## config.mk

```make
export PLATFORM = sky130hd
export DESIGN_NAME = qff_tracker
export DESIGN_NICKNAME = d
export VERILOG_FILES = /design/src/rtl/qff_pkg.sv /design/src/rtl/qff_peak_hold.sv /design/src/rtl/qff_zero_detect.sv /design/src/rtl/qff_level_fsm.sv /design/src/rtl/qff_tracker.sv
export SDC_FILE = /design/constraint.sdc
export NUM_CORES = 1
export LEC_CHECK = 0
export CAP_MARGIN = 40
export CORE_ASPECT_RATIO = 1.4
export CORE_UTILIZATION = 30
export DETAILED_ROUTE_END_ITERATION = 8
export DONT_BUFFER_PORTS = 1
export GPL_TIMING_DRIVEN = 0
export PLACE_DENSITY = 0.49
export SETUP_SLACK_MARGIN = 0.15
export SYNTH_ARGS = -nofsm -noshare
export SYNTH_HDL_FRONTEND = slang
export SYNTH_SLANG_ARGS = --single-unit
```

## constraint.sdc

```tcl
create_clock -name clk -period 14.2 [get_ports clk]
set_clock_uncertainty 0.05 [all_clocks]
set_input_delay 1.42 -clock clk [delete_from_list [all_inputs] [get_ports clk]]
set_output_delay 1.42 -clock clk [all_outputs]
set_load 0.005 [all_outputs]
```

## src/rtl/qff_pkg.sv

```systemverilog
package qff_pkg;

    typedef logic [15:0] mv_t;
    typedef logic [3:0]  level_t;
    typedef logic [15:0] coef_t;

    localparam int NUM_LEVELS = 8;
    localparam int NUM_THR    = NUM_LEVELS - 1;
    localparam int ZC_MV      = 700;

    typedef struct packed {
        level_t level;
        logic   chg;
    } lvl_state_t;

    // rising threshold that admits level idx+2
    function automatic mv_t rise_mv(input int idx);
        case (idx)
            0:       return mv_t'(1000);
            1:       return mv_t'(1200);
            2:       return mv_t'(1400);
            3:       return mv_t'(1650);
            4:       return mv_t'(1950);
            5:       return mv_t'(2250);
            default: return mv_t'(2600);
        endcase
    endfunction

    function automatic mv_t fall_mv(input int idx);
        return mv_t'((int'(rise_mv(idx)) * 95) / 100);
    endfunction

    function automatic coef_t q412(input int milli);
        return coef_t'((milli * 4096 + 500) / 1000);
    endfunction

    function automatic coef_t coef_of(input level_t lv);
        case (lv)
            4'd1:    return q412(398);
            4'd2:    return q412(600);
            4'd3:    return q412(839);
            4'd4:    return q412(1156);
            4'd5:    return q412(1604);
            4'd6:    return q412(2199);
            4'd7:    return q412(2922);
            default: return q412(3857);
        endcase
    endfunction

endpackage

```

## src/rtl/qff_peak_hold.sv

```systemverilog
module qff_peak_hold
    import qff_pkg::*;
(
    input  logic clk,
    input  logic rst,
    input  logic valid,
    input  mv_t  sample,
    input  logic clear,
    output mv_t  peak_cur,
    output mv_t  peak_new
);
    mv_t peak_q;

    always_comb begin
        peak_new = peak_q;
        if (valid && sample > peak_q) peak_new = sample;
    end

    always_ff @(posedge clk) begin
        if (rst)        peak_q <= '0;
        else if (clear) peak_q <= '0;
        else            peak_q <= peak_new;
    end

    assign peak_cur = peak_q;
endmodule

```

## src/rtl/qff_zero_detect.sv

```systemverilog
module qff_zero_detect
    import qff_pkg::*;
#(
    parameter int ZC_SAMPLES = 50
)(
    input  logic clk,
    input  logic rst,
    input  logic valid,
    input  mv_t  sample,
    output logic zc_now,
    output logic zc_q
);
    localparam int CNT_W = $clog2(ZC_SAMPLES + 1);

    logic [CNT_W-1:0] cnt_q;
    logic             armed_q;
    logic             low;

    assign low    = sample < mv_t'(ZC_MV);
    assign zc_now = valid && low && armed_q &&
                    (cnt_q + CNT_W'(1) == CNT_W'(ZC_SAMPLES));

    always_ff @(posedge clk) begin
        if (rst) begin
            cnt_q   <= '0;
            armed_q <= 1'b1;
            zc_q    <= 1'b0;
        end else begin
            zc_q <= zc_now;
            if (valid) begin
                if (!low) begin
                    cnt_q   <= '0;
                    armed_q <= 1'b1;
                end else if (zc_now) begin
                    cnt_q   <= '0;
                    armed_q <= 1'b0;
                end else if (armed_q) begin
                    cnt_q <= cnt_q + CNT_W'(1);
                end
            end
        end
    end
endmodule

```

## src/rtl/qff_level_fsm.sv

```systemverilog
module qff_level_fsm
    import qff_pkg::*;
(
    input  logic       clk,
    input  logic       rst,
    input  logic       valid,
    input  logic       hold,
    input  logic       zc_now,
    input  mv_t        peak_cur,
    input  mv_t        peak_new,
    output lvl_state_t st
);
    logic [NUM_THR-1:0] rise_hit;
    logic [NUM_THR-1:0] fall_hit;
    level_t up_lvl, dn_lvl, nxt;
    lvl_state_t st_q;

    for (genvar g = 0; g < NUM_THR; g++) begin : g_cmp
        assign rise_hit[g] = peak_new >= rise_mv(g);
        assign fall_hit[g] = peak_cur >= fall_mv(g);
    end

    always_comb begin
        up_lvl = level_t'(1);
        dn_lvl = level_t'(1);
        for (int i = 0; i < NUM_THR; i++) begin
            if (rise_hit[i]) up_lvl = level_t'(i + 2);
            if (fall_hit[i]) dn_lvl = level_t'(i + 2);
        end
    end

    always_comb begin
        nxt = st_q.level;
        if (valid && !hold) begin
            if (up_lvl > st_q.level)               nxt = up_lvl;
            else if (zc_now && dn_lvl < st_q.level) nxt = dn_lvl;
        end
    end

    always_ff @(posedge clk) begin
        if (rst) begin
            st_q.level <= level_t'(1);
            st_q.chg   <= 1'b0;
        end else begin
            st_q.level <= nxt;
            st_q.chg   <= nxt != st_q.level;
        end
    end

    assign st = st_q;
endmodule

```

## src/rtl/qff_tracker.sv

```systemverilog
module qff_tracker
    import qff_pkg::*;
#(
    parameter int SAMPLE_W   = 12,
    parameter int ZC_SAMPLES = 50
)(
    input  logic                clk,
    input  logic                rst,
    input  logic                smp_valid,
    input  logic [SAMPLE_W-1:0] smp_mv,
    input  logic                hold,
    output logic [3:0]          level,
    output logic [15:0]         coef,
    output logic                level_chg,
    output logic                zc_pulse
);
    mv_t        sample;
    mv_t        peak_cur, peak_new;
    logic       zc_now, zc_q;
    lvl_state_t st;

    assign sample = mv_t'(smp_mv);

    qff_zero_detect #(.ZC_SAMPLES(ZC_SAMPLES)) u_zc (
        .clk(clk), .rst(rst), .valid(smp_valid), .sample(sample),
        .zc_now(zc_now), .zc_q(zc_q)
    );

    qff_peak_hold u_peak (
        .clk(clk), .rst(rst), .valid(smp_valid), .sample(sample),
        .clear(zc_now), .peak_cur(peak_cur), .peak_new(peak_new)
    );

    qff_level_fsm u_lvl (
        .clk(clk), .rst(rst), .valid(smp_valid), .hold(hold),
        .zc_now(zc_now), .peak_cur(peak_cur), .peak_new(peak_new), .st(st)
    );

    assign level     = st.level;
    assign coef      = coef_of(st.level);
    assign level_chg = st.chg;
    assign zc_pulse  = zc_q;
endmodule

```

==> flow_summary.ini <==
[sta]
holdWs_ns = 0.393
post-route-period-util = 0.429
period_needed_ns = 6.10
rsz0062_at_grt = false
slew_headroom = 0.521
final_max_slew_viol_count = 0
worst_pin_slew_ns = 0.709
hold_viol_final = 0
setup_tns_ns = 0
fmax_mhz = 164
setup_viol = 0

[synthesis]
synth-xor-area-share = 0.00899
synth_fa_ha_area_frac = 0.0899
ys_seq_elements = 29
syn_area_um2 = 2920
synth_common_cells = 67 x nor2_1, 36 x a21oi_1, 33 x nand2_1, 29 x dfxtp_1, 28 x inv_1
synth_cells = 418
syn_avg_cell_area_um2 = 6.99
synth-simple-area-share = 0.275
yosysWarnings = 0
muxShareOfSynthArea = 0.0253
seq_area_frac_synth = 0.199
synth.area.top_cells = dfxtp_1 20%, ha_1 9.0%, nor2_1 8.6%, a21oi_1 6.2%, o21ai_0 4.3%
ys_async_sr_fraction = 0
synth_edf_count = 0
synth_flop_cell = dfxtp_1
yosysTopAreaCell = dfxtp_1
synth_top_area_frac = 0.199
synth_top_family_by_area = compound AO/OA/AOI/OAI gates
synth_cell_type_count = 71
yosysMostFrequentCell = nor2_1
synth-compound-area-share = 0.315

[clock_tree]
clock-sinks = 29
cts_buffers = 5
clk_pin_slew_ns = 0.05
ctsRootBufferMaster = clkbuf_16
post-cts-setup-buffer-count = 0
htree_levels = 2
clk_latency_ns = 0.28
ctsHoldBuffers = 0
clock_path_buffers = 2
cts_tree = built
cts.repair.resized = 0

[floorplanning]
dieHeight_um = 119
dieArea_um2 = 10100
dieWidth_um = 85.4
start_util = 0.309
ios = 38
core-area_um2 = 9460
rows = 42

[layout]
drive_above_1_share = 0.0841
fillers = 1030
layout.nets = 464
insertedDiodeCount = 0
area_growth_syn_to_layout_pct = 10.4

[route]
drt-vias-per-instance = 5.80
num_vias = 3119
wire_per_inst_um = 16.5
routed_wl_um = 8880
drt-initial-drc-count = 135
drcViolationCount = 0
first_pass_iters = 5
antenna_left = 0

[flow_run]
maxCapViolCount = 0

[setup_path]
slowest_stage = a41oi_1
crit_required_ns = 14.34
setup.worst_path.start_class = primary input
crit_type = primary input to flop
endpoint_kind = flop
crit_chain = ha_1 > nand4_1 > nor4_4 > a21boi_4 > nor3_2 > or4_4 > a221o_1 > o22ai_1 > o21ai_0 > ha_1 > nor2b_1 > o21ai_0 > nand2b_1 > a21oi_1 > a41oi_1 > o211ai_1 > a211oi_1 > a211oi_2 > xnor2_1 > a311oi_2
cp_max_fo = 9
crit_arrival_ns = 6.23
slowest_delay_ns = 0.57

[hold_path]
hold_path.class = flop to flop

[global_routing]
antenna_found_initial = 0
grt_pass1_vias = 2896
grt_overflow = 0
grt_max_degree = 12
grt_use_total = 0.182
grt_pass1_wl_um = 14500

[run_status]
status = completed

[pwr]
p_per_area_nw_per_um2 = 101
power.leakage_nw = 1.19
peakVddDrop_mv = 0.0621

[placed_design]
portBuffers = 0
gp_congestion = 0.871
hpwlAfterDp_um = 7030
==> where the power goes <==
group / internal [W] / leakage, nW / total, W / switching [W]
Clock: 0.0000740 / 0.0799 / 0.000110 / 0.0000359
Combinational: 0.0000461 / 0.873 / 0.000126 / 0.0000801
Sequential: 0.0000860 / 0.236 / 0.0000907 / 0.00000469
==> logic make-up (layout without fill, tap and decap cells) <==
| group | after synthesis | count (layout) |
|---|---|---|
| buffers and inverters | 56 | 65 |
| AND/OR/NAND/NOR | 169 | 169 |
| other | 1 | 2 |
| flip-flops | 29 | 29 |
| adder cells (fa/ha/maj) | 21 | 21 |
| XOR/XNOR | 3 | 3 |
| multiplexers | 7 | 7 |
| AO/OA/AOI/OAI | 132 | 132 |
==> path summary, 6_finish.rpt <==
kind | start | end | slack [ns] | cells past startpoint
setup / recovery | smp_mv[11] | u_lvl.st[0]$_SDFF_PP0_ | 8.10 | 20
hold / removal | u_peak.peak_cur[12]$_SDFF_PP0_ | u_peak.peak_cur[12]$_SDFF_PP0_ | 0.39 | 2
setup reg to reg | u_peak.peak_cur[10]$_SDFF_PP0_ | u_lvl.st[0]$_SDFF_PP0_ | 8.30 | 22
hold reg to reg | u_peak.peak_cur[12]$_SDFF_PP0_ | u_peak.peak_cur[12]$_SDFF_PP0_ | 0.39 | 2
==> through the flow <==
stage	setup WS (ns)	util	std cells	instance area [µm²]	power (W)
after floorplan	8.57	-	419	2930	0.000189
after global placement	7.80	0.324	529	3060	0.000216
after detailed placement	7.80	0.324	530	3070	0.000217
after CTS	8.07	0.341	538	3230	0.000329
after global routing	7.62	0.341	538	3230	0.000350
final	8.10	0.341	538	3230	0.000327
==> placed cells by master, fill, tap and decap left out, types with 5 or more instances in the layout <==
master | synthesis | layout
nor2_1 | 67 | 67
a21oi_1 | 36 | 36
nand2_1 | 33 | 33
dfxtp_1 | 29 | 29
inv_1 | 28 | 28
o21ai_0 | 25 | 25
nand3_1 | 21 | 21
ha_1 | 21 | 21
clkbuf_1 | 16 | 16
nor3_1 | 14 | 14
a211oi_1 | 10 | 10
o211ai_1 | 9 | 9
nand4_1 | 7 | 7
a31oi_1 | 6 | 6
o21a_1 | 5 | 5
clkbuf_16 | 0 | 5
==> worst max-delay path: cells and delay by family <==
kind	cells	cell delay, ns
and+or+nand+nor	6	1.44
AOI/OAI and AO/OA	11	2.69
adders and majority gates	2	0.52
xor gates and xnor gates	1	0.15
==> routing by layer <==
metal | track usage | up-vias | routed length [µm]
met5 | 0 | - | 0
met4 | 0.0729 | 0 | 244
met3 | 0.0433 | 17 | 507
met2 | 0.319 | 94 | 4500
met1 | 0.209 | 1456 | 3630
li1 | - | 1552 | -
==> flip-flops by register name (all words and copies together) (netlist names) <==
signal	cells
u_zc.zc_q	1
u_zc.armed_q	1
u_zc.cnt_q	6
u_lvl.st	5
u_peak.peak_cur	16
==> final cells by class <==
class,count,area (µm²),area share
buffer,26,140,0.0434
clock buffer,7,153,0.0473
clock inverter,1,5.00,0.00155
inverter,30,113,0.0349
multi-input combinational,334,2090,0.649
sequential,29,581,0.180
tap,110,138,0.0427
timing repair buffer,1,5.00,0.00155
No activity file was read; power rests on OpenSTA's default activity.
